--- src/rtl/awd_pkg.sv ---
package awd_pkg;

   localparam int unsigned AWD_MAX_UNITS = 8;

   typedef struct packed {
      logic below;
      logic above;
   } awd_viol_t;

endpackage

--- src/rtl/awd_window_cmp.sv ---
module awd_window_cmp
   import awd_pkg::*;
#(
   parameter int unsigned RES_W = 10,
   parameter int unsigned CH_W  = 6
) (
   input  logic             res_valid,
   input  logic [CH_W-1:0]  res_chan,
   input  logic [RES_W-1:0] res_value,
   input  logic             unit_en,
   input  logic [CH_W-1:0]  unit_chan,
   input  logic [RES_W-1:0] unit_lo,
   input  logic [RES_W-1:0] unit_hi,
   output awd_viol_t        viol
);

   logic hit;

   // A unit looks at a result only when it is enabled, the strobe is up
   // and the channel numbers agree.
   assign hit = res_valid & unit_en & (res_chan == unit_chan);

   // Both bounds belong to the window (inclusive compare).
   always_comb begin
      viol.below = hit & (res_value < unit_lo);
      viol.above = hit & (res_value > unit_hi);
   end

endmodule

--- src/rtl/awd_flag_reg.sv ---
module awd_flag_reg (
   input  logic clk,
   input  logic rst_n,
   input  logic set,
   input  logic clr,
   output logic q
);

   // A new violation in the same cycle as a clear takes priority.
   always_ff @(posedge clk or negedge rst_n) begin
      if (!rst_n) q <= 1'b0;
      else        q <= set | (q & ~clr);
   end

   a_r7_sticky: assert property (@(posedge clk) disable iff (!rst_n)
      (q && !clr) |=> q);

   a_r8_clear: assert property (@(posedge clk) disable iff (!rst_n)
      (clr && !set) |=> !q);

   a_r9_set_wins: assert property (@(posedge clk) disable iff (!rst_n)
      set |=> q);

endmodule

--- src/rtl/awd_bank.sv ---
module awd_bank
   import awd_pkg::*;
#(
   parameter int unsigned NUM_UNITS = 4,
   parameter int unsigned RES_W     = 10,
   parameter int unsigned CH_W      = 6
) (
   input  logic                       clk,
   input  logic                       rst_n,
   input  logic                       res_valid,
   input  logic [CH_W-1:0]            res_chan,
   input  logic [RES_W-1:0]           res_value,
   input  logic [NUM_UNITS-1:0]       cfg_en,
   input  logic [NUM_UNITS*CH_W-1:0]  cfg_chan,
   input  logic [NUM_UNITS*RES_W-1:0] cfg_lo,
   input  logic [NUM_UNITS*RES_W-1:0] cfg_hi,
   input  logic [NUM_UNITS-1:0]       clr_lo,
   input  logic [NUM_UNITS-1:0]       clr_hi,
   output logic [NUM_UNITS-1:0]       flag_lo,
   output logic [NUM_UNITS-1:0]       flag_hi,
   output logic                       irq
);

   localparam int unsigned FLAG_CNT = 2 * NUM_UNITS;

   // Elaboration-time parameter checks
   generate
      if (NUM_UNITS < 1 || NUM_UNITS > AWD_MAX_UNITS) begin : g_bad_units
         $error("awd_bank: NUM_UNITS out of range");
      end
      if (RES_W < 2 || RES_W > 16) begin : g_bad_resw
         $error("awd_bank: RES_W out of range");
      end
      if (CH_W < 1 || CH_W > 8) begin : g_bad_chw
         $error("awd_bank: CH_W out of range");
      end
   endgenerate

   logic [FLAG_CNT-1:0] gated_flags;

   for (genvar u = 0; u < NUM_UNITS; u++) begin : g_unit
      awd_viol_t viol;

      awd_window_cmp #(.RES_W(RES_W), .CH_W(CH_W)) u_cmp (
         .res_valid (res_valid),
         .res_chan  (res_chan),
         .res_value (res_value),
         .unit_en   (cfg_en[u]),
         .unit_chan (cfg_chan[u*CH_W +: CH_W]),
         .unit_lo   (cfg_lo[u*RES_W +: RES_W]),
         .unit_hi   (cfg_hi[u*RES_W +: RES_W]),
         .viol      (viol)
      );

      awd_flag_reg u_lo (
         .clk   (clk),
         .rst_n (rst_n),
         .set   (viol.below),
         .clr   (clr_lo[u]),
         .q     (flag_lo[u])
      );

      awd_flag_reg u_hi (
         .clk   (clk),
         .rst_n (rst_n),
         .set   (viol.above),
         .clr   (clr_hi[u]),
         .q     (flag_hi[u])
      );

      assign gated_flags[2*u]   = flag_lo[u] & cfg_en[u];
      assign gated_flags[2*u+1] = flag_hi[u] & cfg_en[u];

      // a disabled unit raises nothing
      a_r6_disabled_lo: assert property (@(posedge clk) disable iff (!rst_n)
         (!cfg_en[u] && !flag_lo[u]) |=> !flag_lo[u]);
      a_r6_disabled_hi: assert property (@(posedge clk) disable iff (!rst_n)
         (!cfg_en[u] && !flag_hi[u]) |=> !flag_hi[u]);

      // no strobe or another channel leaves the flags alone
      a_r5_no_match: assert property (@(posedge clk) disable iff (!rst_n)
         ((!res_valid || res_chan != cfg_chan[u*CH_W +: CH_W])
          && !flag_lo[u] && !flag_hi[u]) |=> (!flag_lo[u] && !flag_hi[u]));

      // a result below the floor is latched
      a_r2_below_sets: assert property (@(posedge clk) disable iff (!rst_n)
         (res_valid && cfg_en[u] && res_chan == cfg_chan[u*CH_W +: CH_W]
          && res_value < cfg_lo[u*RES_W +: RES_W]) |=> flag_lo[u]);

      // a result above the ceiling is latched
      a_r3_above_sets: assert property (@(posedge clk) disable iff (!rst_n)
         (res_valid && cfg_en[u] && res_chan == cfg_chan[u*CH_W +: CH_W]
          && res_value > cfg_hi[u*RES_W +: RES_W]) |=> flag_hi[u]);
   end

   assign irq = |gated_flags;

   // nothing pending right after reset
   a_r1_reset_clear: assert property (@(posedge clk)
      $rose(rst_n) |-> (flag_lo == '0 && flag_hi == '0));

endmodule

--- config.mk ---
export PLATFORM = sky130hd
export DESIGN_NAME = awd_bank
export DESIGN_NICKNAME = d
export VERILOG_FILES = /design/src/rtl/awd_pkg.sv /design/src/rtl/awd_window_cmp.sv /design/src/rtl/awd_flag_reg.sv /design/src/rtl/awd_bank.sv
export SDC_FILE = /design/constraint.sdc
export NUM_CORES = 1
export LEC_CHECK = 0
export BUFFER_PORTS_ARGS = -buffer_cell sky130_fd_sc_hd__buf_2
export CORE_MARGIN = 2
export CORE_UTILIZATION = 35
export DETAILED_ROUTE_END_ITERATION = 10
export HOLD_SLACK_MARGIN = 0.06
export MAX_ROUTING_LAYER = met4
export PLACE_DENSITY_LB_ADDON = 0.12
export SYNTH_ARGS = -nofsm -noshare
export SYNTH_HDL_FRONTEND = slang
export SYNTH_SLANG_ARGS = --single-unit
--- constraint.sdc ---
create_clock -name clk -period 0.8 [get_ports clk]
set_input_delay 0.16 -clock clk [delete_from_list [all_inputs] [get_ports clk]]
set_output_delay 0.16 -clock clk [all_outputs]
set_load 0.1 [all_outputs]
After elaboration in Yosys (flattened, before gate mapping)
Cells that the tools add are included.
{"block": "classes", "n_bitwise": 48, "n_lt_le_gt_ge": 8, "n_reduce_logical": 1, "eq_ne": 4}
{"op": "$gt A10 B10 Y1", "count": 4}
{"op": "$lt A10 B10 Y1", "count": 4}
{"op": "$and A1 B1 Y1", "count": 32}
{"op": "$eq A6 B6 Y1", "count": 4}
{"op": "$not A1 Y1", "count": 8}
{"op": "$or A1 B1 Y1", "count": 8}
{"op": "$reduce_or A8 Y1", "count": 1}
{"block": "word_totals", "out_inout_bits": 9, "in_bits": 135, "elab_cells": 69, "register_bits": 8}

Depth between registers and ports, before layout
Gate-level depths: netlist of the first run.
{"block": "logic_depth", "word_depth": 4, "depth_mapped": 7, "depth_no_buf": 7}

By module
A second synthesis of the first run with hierarchy kept.
{"block": "unflattened", "hier_cells": 337, "hier_area_um2": 2493.6}
{"module": "awd_window_cmp", "seq_area_each_um2": 0.0, "n_inst": 4, "area_each_um2": 544.3, "cells_each": 77}
{"module": "awd_flag_reg", "seq_area_each_um2": 25.0, "n_inst": 8, "area_each_um2": 36.3, "cells_each": 3}
{"module": "awd_bank", "seq_area_each_um2": 0.0, "n_inst": 1, "area_each_um2": 26.3, "cells_each": 5}

Worst setup path after synthesis of the first run
Ideal clock, no wire load.
{"block": "synth_path", "path_type": "register -> output", "start": "register g_unit[3].u_hi.q", "end": "output port irq", "slack_ns": -0.800, "path_stages_with_launch": 3, "required_ns": 0.640, "n_path_buf": 0, "t_arrival_ns": 1.440, "path_cell_list": "dfrtp_1 -> o21ai_0 -> nand4_1"}
{"block": "synth_between", "elab_chain_len": 2}
{"item": "start: declaration", "line": "awd_flag_reg.sv:6", "source": "output logic q"}
{"item": "start signal: assignment", "line": "awd_flag_reg.sv:12", "source": "else q <= set | (q & ~clr);"}
{"item": "$and A1 B1 Y1", "line": "awd_bank.sv:72", "source": "assign gated_flags[2*u+1] = flag_hi[u] & cfg_en[u];"}
{"item": "$reduce_or A8 Y1", "line": "awd_bank.sv:96", "source": "assign irq = |gated_flags;"}
{"item": "end: declaration", "line": "awd_bank.sv:21", "source": "output logic irq"}
No other way between the ends.

Worst setup path in the final report of the first run
{"block": "layout_path", "start": "input port res_chan[2]", "end": "register g_unit[3].u_lo.q"}
{"block": "layout_between", "elab_chain_len": 4}
{"item": "start: declaration", "line": "awd_bank.sv:11", "source": "input logic [CH_W-1:0] res_chan,"}
{"item": "$eq A6 B6 Y1", "line": "awd_window_cmp.sv:21", "source": "assign hit = res_valid & unit_en & (res_chan == unit_chan);"}
{"item": "$and A1 B1 Y1", "line": "awd_window_cmp.sv:21"}
{"item": "$and A1 B1 Y1", "line": "awd_window_cmp.sv:25", "source": "viol.below = hit & (res_value < unit_lo);"}
{"item": "$or A1 B1 Y1", "line": "awd_flag_reg.sv:12"}
{"item": "end signal: assignment", "line": "awd_flag_reg.sv:12"}
{"item": "end: declaration", "line": "awd_flag_reg.sv:6"}
No other way between the ends.

==> summary.txt, run 1 <==
Top Ports: 144
clk slew on worst S/H paths: 0.05 ns
Buf/Inv on CP: 3
global-route wire length before repair: 13.0 mm
Critical Path RT: 0.97 ns
vias in the first global route: 2,951
DR pass1 iterations: 4
final hold violations: 0
endpoints failing setup: 17
cts bufs inserted: 3
Arrival @ worst endpoint: 1.50 ns
# rows: 31
leading area contributor after synthesis: ha_1
PD cells: 641 mW/mm²
fmax: 0.752 GHz
htree depth: 1
delay of the slowest cell on the worst path: 0.29 ns
HP Class: in2reg
Post-DRT Antenna Nets: 0
RSZ-0062 raised after global routing: true
die height: 89.1 µm
Slew Viols, Final: 0
core area: 0.00714 mm²
CTS tree: built
max-capacitance violation count: 0
Wirelength per Cell: 14.4 µm
final setup margin: -0.530 ns
most frequent cells in the layout: buf_2, inv_1, ha_1
Worst R2R Setup Slack: -0.16 ns
DIE AREA: 0.00794 mm²
Buffers on Ports: 143
Tcrit/Tclk final: 166%
worst skew pair latency: 0.23 ns
Die Wd: 89.1 µm
Mapped Nets: 551
clk root buf: clkbuf_8
violations in the final reports: negative setup slack
chain of cells forming the critical path: buf_8, buf_6, xor2_2, nor4_2, nand4_1, buf_6, a2111oi_4, a22o_1
share of cells above drive strength 1: 47.1%
Nets: 729
Setup CP Type: in2reg
Util after Layout: 59.7%
CP max stage cell: nor4_2
status: complete, but fails checks
most common cell after layout, fill and taps aside: buf_2
#FFs+latches synth: 8
total routed wirelength: 8.86 mm
CP endpoint kind: register
Crit path top cell by count: buf_6
mean post-synth cell area: 7.46 µm²
Max-slew headroom: 75.8%
clock sinks: 8
post-synthesis cell type count: 22
initial antenna violation count: 0
largest net degree at the start of global routing: 9
Warnings, synthesis: 0
cell area after synthesis: 0.00253 mm²
sequential-to-total area share from yosys stat: 7.90%
clk buf depth: 2
worst-path maximum fanout: 4
Slew @ Worst Pin: 0.358 ns
All-Layer GR Usage: 22.3%
Synth top area share: 37.5%
DP HPWL: 7.55 mm
Synth Instances: 340
gpl congestion: 0.895
DRC: 0
Worst Clk Skew: 0 ns
number of diodes: 0
Starting DRT DRC Count: 65
CP top delay family: simple AND/OR/NAND/NOR gates
leakage power: 2.29 nW
Initial Utilization: 35.5%
synth-to-layout area growth: 68.0%
vias per cell: 4.77
routed via count: 2,934
remaining global-route overflow: 0
type of origin of the critical path: input pin
peak supply drop: 0.322 mV
Final min period: 1.33 ns
Synth area leaders: ha_1, inv_1, dfrtp_1
setup TNS: -6.46 ns
-- stage by stage --
stage          setup slack (ns)  cell area [µm²]  power, mW  hold WS (ns)  instances
6_report                 -0.530             4260       2.73         0.106        615
5_1_grt                  -0.594             4260       2.98         0.102        615
4_1_cts                  -0.529             4180       2.69         0.101        614
3_5_place_dp             -0.990             3860       2.04        0.0379        604
3_3_place_gp             -0.964             3860       2.00        0.0331        604
2_1_floorplan            -0.767             2710       1.25        -0.136        340
-- worst register-to-register path, stage by stage, from the launching register on --
cell and delay, ns:
dfrtp_1 0.40, buf_6 0.14, buf_4 0.12, a22o_1 0.19
-- layout make-up --
class / instances / area, µm²
tap: 99 / 124
multi-input combinational: 229 / 2290
sequential: 8 / 200
timing repair buffer: 183 / 1260
fill: 700 / 2880
clock buffer: 3 / 41.3
inverter: 93 / 349
-- registers in the layout (all words and copies together), names as in the netlist --
register and flops:
g_unit.u_hi.q 4, g_unit.u_lo.q 4
-- final timing paths --
kind,depth (start not counted),startpoint,end
hold reg to reg,2,g_unit[3].u_lo.q,g_unit[3].u_lo.q
max in group asynchronous,2,rst_n,g_unit[2].u_hi.q
setup reg to reg,3,g_unit[0].u_lo.q,g_unit[0].u_lo.q
hold / removal,2,clr_hi[0],g_unit[0].u_hi.q
min in group asynchronous,2,rst_n,g_unit[1].u_lo.q
setup / recovery,8,res_chan[2],g_unit[3].u_lo.q
-- what timing repair did --
action                     in CTS  in global routing
hold buffers                    1                  0
setup endpoints to repair      17                 17
hold endpoints to repair        8                  0
buffers inserted                6                  4
pin swaps                      17                  7
gates resized for setup        40                 18
-- power breakdown --
part | leakage (nW) | internal [mW] | total, mW | switching [mW]
registers | 0.112 | 0.408 | 0.411 | 0.00246
clock network | 0.0216 | 0.330 | 0.528 | 0.198
logic | 2.15 | 0.910 | 1.79 | 0.881
-- cell families (layout without fill, tap and decap cells) --
logic type / after synthesis / count (layout) / synth area share (%)
AOI/OAI and AO/OA: 72 / 72 / 18.6
xor gates and xnor gates: 24 / 24 / 8.29
adders and majority gates: 76 / 76 / 37.5
buffers and inverters: 103 / 279 / 16.4
DFF: 8 / 8 / 7.90
and+or+nand+nor: 57 / 57 / 11.3
-- Yosys cell counts --
| cell | n |
|---|---|
| ha_1 | 76 |
| a21o_1 | 4 |
| a31o_2 | 4 |
| xor2_1 | 12 |
| nor3_1 | 4 |
| o21ai_0 | 20 |
| o41ai_1 | 4 |
| xnor2_1 | 12 |
| nand2_1 | 8 |
| inv_1 | 93 |
| dfrtp_1 | 8 |
| clkbuf_1 | 2 |
| nor4_1 | 8 |
| nor2_1 | 16 |
| nand4_1 | 17 |
| a22o_1 | 4 |
| a21oi_1 | 24 |
| a211oi_1 | 4 |
| a2111oi_2 | 4 |
| o22ai_1 | 4 |
| nand3_1 | 4 |
| buf_4 | 8 |
-- metal layers --
| layer | global-route usage (%) | wire (µm) | up-vias |
|---|---|---|---|
| li1 | - | - | 1518 |
| met5 | - | 0 | - |
| met3 | 2.68 | 512 | 6 |
| met4 | 3.53 | 76 | 0 |
| met2 | 43.0 | 4580 | 91 |
| met1 | 24.5 | 3690 | 1319 |
Power figures use the tool's default switching activity.
==> run 2: changes to the inputs <==
Clock period 0.8 ns to 1.2 ns, I/O delays scaled along.
==> run 2 against run 1 <==
Effect of this change: register-to-register slack better by 0.50 ns; sequential share of layout area down 0.067 points; critical endpoint is now irq; the flow still finishes with violations (negative setup slack); clock power down 36%; global-route usage up 0.54 points; non-clock buffer count unchanged; die area unchanged; count of clock-buffer cells in the layout unchanged; combinational power down 31%.
==> summary.txt, run 2 (same netlist as run 1, synthesis figures left out) <==
Final min period: 1.39 ns
Initial Utilization: 35.5%
synth-to-layout area growth: 70.4%
routed via count: 2,972
Post-DRT Antenna Nets: 0
Nets: 729
DRC: 0
Setup CP Type: reg2out
All-Layer GR Usage: 22.8%
max-capacitance violation count: 0
Arrival @ worst endpoint: 1.15 ns
clock sinks: 8
hold path start: clr_hi[2]
Max-slew headroom: 77.1%
# rows: 31
Reg2Reg Depth: 2
Critical Path RT: 0.96 ns
HP Class: in2reg
vias in the first global route: 2,896
Crit Reg-Reg Endpoint: g_unit[2].u_lo.q
DP HPWL: 7.57 mm
worst skew pair latency: 0.23 ns
final setup margin: -0.189 ns
DIE AREA: 0.00794 mm²
clk root buf: clkbuf_8
PD cells: 429 mW/mm²
leakage power: 2.31 nW
die height: 89.1 µm
Top Ports: 144
worst-path maximum fanout: 2
Starting DRT DRC Count: 71
final hold violations: 0
Fill cells: 682
most frequent cells in the layout: buf_2, inv_1, ha_1
gpl congestion: 0.930
remaining global-route overflow: 0
htree depth: 1
fmax: 0.720 GHz
RSZ-0062 raised after global routing: true
Wirelength per Cell: 14.8 µm
most common cell after layout, fill and taps aside: buf_2
Buffers on Ports: 143
endpoints failing setup: 10
RR Startpoint: g_unit[2].u_lo.q
Worst R2R Setup Slack: 0.34 ns
initial antenna violation count: 0
Tcrit/Tclk final: 116%
global-route wire length before repair: 13.2 mm
peak supply drop: 0.351 mV
clk buf depth: 2
DR pass1 iterations: 6
Min-Delay Endpoint: g_unit[2].u_hi.q
CTS tree: built
delay of the slowest cell on the worst path: 0.42 ns
core area: 0.00714 mm²
status: complete, but fails checks
Post-Place Worst Slack: -0.688 ns
CP max stage cell: dfrtp_1
Hold Path Cell Cnt: 2
type of origin of the critical path: register
total routed wirelength: 9.09 mm
Slew Viols, Final: 0
chain of cells forming the critical path: o21ai_1, nand4_1, buf_12
number of diodes: 0
cts bufs inserted: 3
Util after Layout: 60.5%
largest net degree at the start of global routing: 9
CP endpoint kind: output pin
Top Registers: g_unit.u_hi.q (4), g_unit.u_lo.q (4)
share of cells above drive strength 1: 45.7%
vias per cell: 4.83
setup TNS: -1.06 ns
Slew @ Worst Pin: 0.341 ns
violations in the final reports: negative setup slack
Die Wd: 89.1 µm
clk slew on worst S/H paths: 0.05 ns
Worst Clk Skew: 0 ns
## run 2: metrics by stage
stage	hold WS, ns	std cells	power, mW	area (µm²)
4_1_cts	0.197	615	1.80	4180
2_1_floorplan	-0.0556	340	0.806	2610
3_3_place_gp	0.110	610	1.30	3800
6_report	0.199	615	1.85	4320
5_1_grt	0.203	615	2.02	4320
3_5_place_dp	0.106	610	1.33	3800
## run 2: cell type report
cell class | instances | area [µm²] | share of cell area (%)
clock buffer | 3 | 41.3 | 0.956
inverter | 93 | 349 | 8.08
multi-input combinational | 229 | 2340 | 54.1
sequential | 8 | 200 | 4.63
tap | 99 | 124 | 2.87
timing repair buffer | 183 | 1270 | 29.4
## run 2: worst max-delay path, delay by kind of cell, from the launching register on
family                 cells  cell delay [ns]
AO/OA/AOI/OAI              1             0.14
buffers and inverters      1             0.20
flip-flops                 1             0.42
AND/OR/NAND/NOR            1             0.15
## run 2: what timing repair did
action	in CTS	in global routing
endpoints found under the hold margin	8	0
endpoints found under the setup margin	10	12
buffers inserted	1	0
hold buffers	1	0
pin swaps	23	13
gates resized for setup	55	20
## run 2: how the worst max path moves through the flow
stage	startpoint	to	slack [ns]	depth (start not counted)
after floorplan	g_unit[2].u_hi.q	irq	-0.45	2
after global placement	res_chan[0]	g_unit[0].u_lo.q	-0.67	6
after detailed placement	res_chan[0]	g_unit[0].u_lo.q	-0.69	6
after CTS	cfg_chan[0]	g_unit[0].u_lo.q	-0.16	7
after global routing	res_value[7]	g_unit[2].u_lo.q	-0.24	7
final	g_unit[0].u_hi.q	irq	-0.19	3
## run 2: where the power goes
| group | internal [mW] | switching, mW | total (mW) | leakage [nW] |
|---|---|---|---|---|
| Sequential | 0.273 | 0.00142 | 0.274 | 0.112 |
| Clock | 0.219 | 0.120 | 0.338 | 0.0216 |
| Combinational | 0.636 | 0.606 | 1.24 | 2.17 |
## run 2: routing by layer
metal | wire length, µm | vias up | GRT usage [%] | share of wire (%)
met5 | 0 | - | - | 0
met4 | 151 | 0 | 6.38 | 1.7
met3 | 546 | 11 | 3.05 | 6.0
met2 | 4740 | 105 | 44.3 | 52
met1 | 3660 | 1342 | 23.6 | 40
li1 | - | 1514 | - | -
==> run 3: changes to the inputs <==
Settings changed: SKIP_CTS_REPAIR_TIMING from default to 1.
==> run 3 against run 2 <==
Effect of this change: hold slack better by 0.0022 ns; count of clock-buffer cells in the layout unchanged; clock skew unchanged; register-to-register slack about the same; maximum frequency down 1.7%; wire length down 0.98%; final area down 1.4%; the flow still finishes with violations (negative setup slack); critical endpoint is now g_unit[0].u_lo.q; critical path depth up 4.
==> summary.txt, run 3 (same netlist as run 1, synthesis figures left out) <==
Wirelength per Cell: 14.6 µm
global-route wire length before repair: 12.4 mm
Post-Place Worst Slack: -0.688 ns
sw frac: 38.9%
setup TNS: -1.06 ns
Slew @ Worst Pin: 0.300 ns
Top Ports: 144
DIE AREA: 0.00794 mm²
grt met2 use: 40.8%
Final min period: 1.41 ns
initial antenna violation count: 0
Clk pwr share: 18.4%
clk slew on worst S/H paths: 0.04 ns
Nets: 729
DP Cell Count: 610
Worst Setup EP: g_unit[0].u_lo.q
max-capacitance violation count: 0
number of diodes: 0
clk buf depth: 2
core area: 0.00714 mm²
leakage power: 2.30 nW
share of cells above drive strength 1: 45.3%
Worst Clk Skew: 0 ns
cts bufs inserted: 3
Top Registers: g_unit.u_hi.q (4), g_unit.u_lo.q (4)
die height: 89.1 µm
post-route cell area: 0.00426 mm²
PD cells: 430 mW/mm²
DRC: 0
met3 usage: 2.31%
Reg2Reg Depth: 2
Buffers on Ports: 143
# rows: 31
Initial Utilization: 35.5%
DR pass1 iterations: 4
endpoints failing setup: 9
Fill cells: 703
worst-path maximum fanout: 4
vias per cell: 4.80
most frequent cells in the layout: buf_2, inv_1, ha_1
DP HPWL: 7.57 mm
gpl congestion: 0.930
GR peak layer: met2
worst skew pair latency: 0.23 ns
Die Wd: 89.1 µm
Internal Pwr Total: 1.12 mW
clock sinks: 8
final hold violations: 0
Critical Path RT: 1.37 ns
Net Sw Power: 0.712 mW
status: complete, but fails checks
RR Startpoint: g_unit[3].u_lo.q
Flop pwr share: 15.0%
placed inst area: 0.00380 mm²
violations in the final reports: negative setup slack
htree depth: 1
Starting DRT DRC Count: 69
Tcrit/Tclk final: 118%
peak supply drop: 0.354 mV
largest net degree at the start of global routing: 9
HP Class: in2reg
vias in the first global route: 2,767
total power: 1.83 mW
total routed wirelength: 9.00 mm
Setup CP Type: in2reg
Slew Viols, Final: 0
CTS tree: built
Worst Setup SP: res_chan[0]
clk root buf: clkbuf_8
Final Non-Filler Cells: 615
fmax: 0.708 GHz
remaining global-route overflow: 0
RSZ-0062 raised after global routing: true
Crit Reg-Reg Endpoint: g_unit[3].u_lo.q
Post-DRT Antenna Nets: 0
combinational share of power: 66.6%
Arrival @ worst endpoint: 1.58 ns
synth-to-layout area growth: 68.0%
routed via count: 2,951
type of origin of the critical path: input pin
final setup margin: -0.213 ns
All-Layer GR Usage: 21.2%
CP endpoint kind: register
Worst R2R Setup Slack: 0.35 ns
met1 usage: 23.0%
Max-slew headroom: 79.8%
most common cell after layout, fill and taps aside: buf_2
run 3: cell count changes in the layout (fill, tap and decap cells not counted), sizes merged:
cell,delta
buf,-1
clkbuf,+1
run 3: layout make-up:
class                   instances  area, µm²  share of cell area [%]
inverters                      93        349                    8.20
well taps                      99        124                    2.91
flip-flops and latches          8        200                    4.70
multi-input cells             229       2280                    53.6
repair buffers                183       1260                    29.6
clock buffers                   3       41.3                   0.970
run 3: layer usage:
| layer | routed length (µm) | vias up |
|---|---|---|
| li1 | - | 1519 |
| met1 | 3600 | 1311 |
| met2 | 4680 | 109 |
| met3 | 562 | 12 |
| met4 | 159 | 0 |
| met5 | 0 | - |
run 3: worst min-delay path by stage:
stage / end / from / cells past startpoint
6_report: g_unit[2].u_hi.q / clr_hi[2] / 2
2_1_floorplan: g_unit[0].u_hi.q / rst_n / 0
3_3_place_gp: g_unit[0].u_lo.q / rst_n / 1
3_5_place_dp: g_unit[0].u_lo.q / rst_n / 1
5_1_grt: g_unit[2].u_hi.q / clr_hi[2] / 2
4_1_cts: g_unit[0].u_lo.q / rst_n / 1
run 3: worst max-delay path, cell delays in order:
cell       delay [ns]
buf_8            0.11
xor2_2           0.17
nor4_2           0.35
nand4_1          0.16
buf_6            0.16
a2111oi_4        0.22
a22o_1           0.18
run 3: metrics by stage:
step / utilization (%) / hold WS (ns)
6_report: 59.7 / 0.202
5_1_grt: 59.7 / 0.200
4_1_cts: 53.8 / -0.139
3_5_place_dp: 53.2 / 0.106
3_3_place_gp: 53.2 / 0.110
2_1_floorplan: - / -0.0556
run 3: power by group through the flow:
| stage | clock network (mW) | registers [mW] | logic (mW) |
|---|---|---|---|
| after floorplan | 0 | 0.278 | 0.528 |
| after global placement | 0 | 0.278 | 1.03 |
| after detailed placement | 0 | 0.278 | 1.06 |
| after CTS | 0.341 | 0.274 | 1.06 |
| after global routing | 0.354 | 0.274 | 1.36 |
| final | 0.336 | 0.274 | 1.22 |
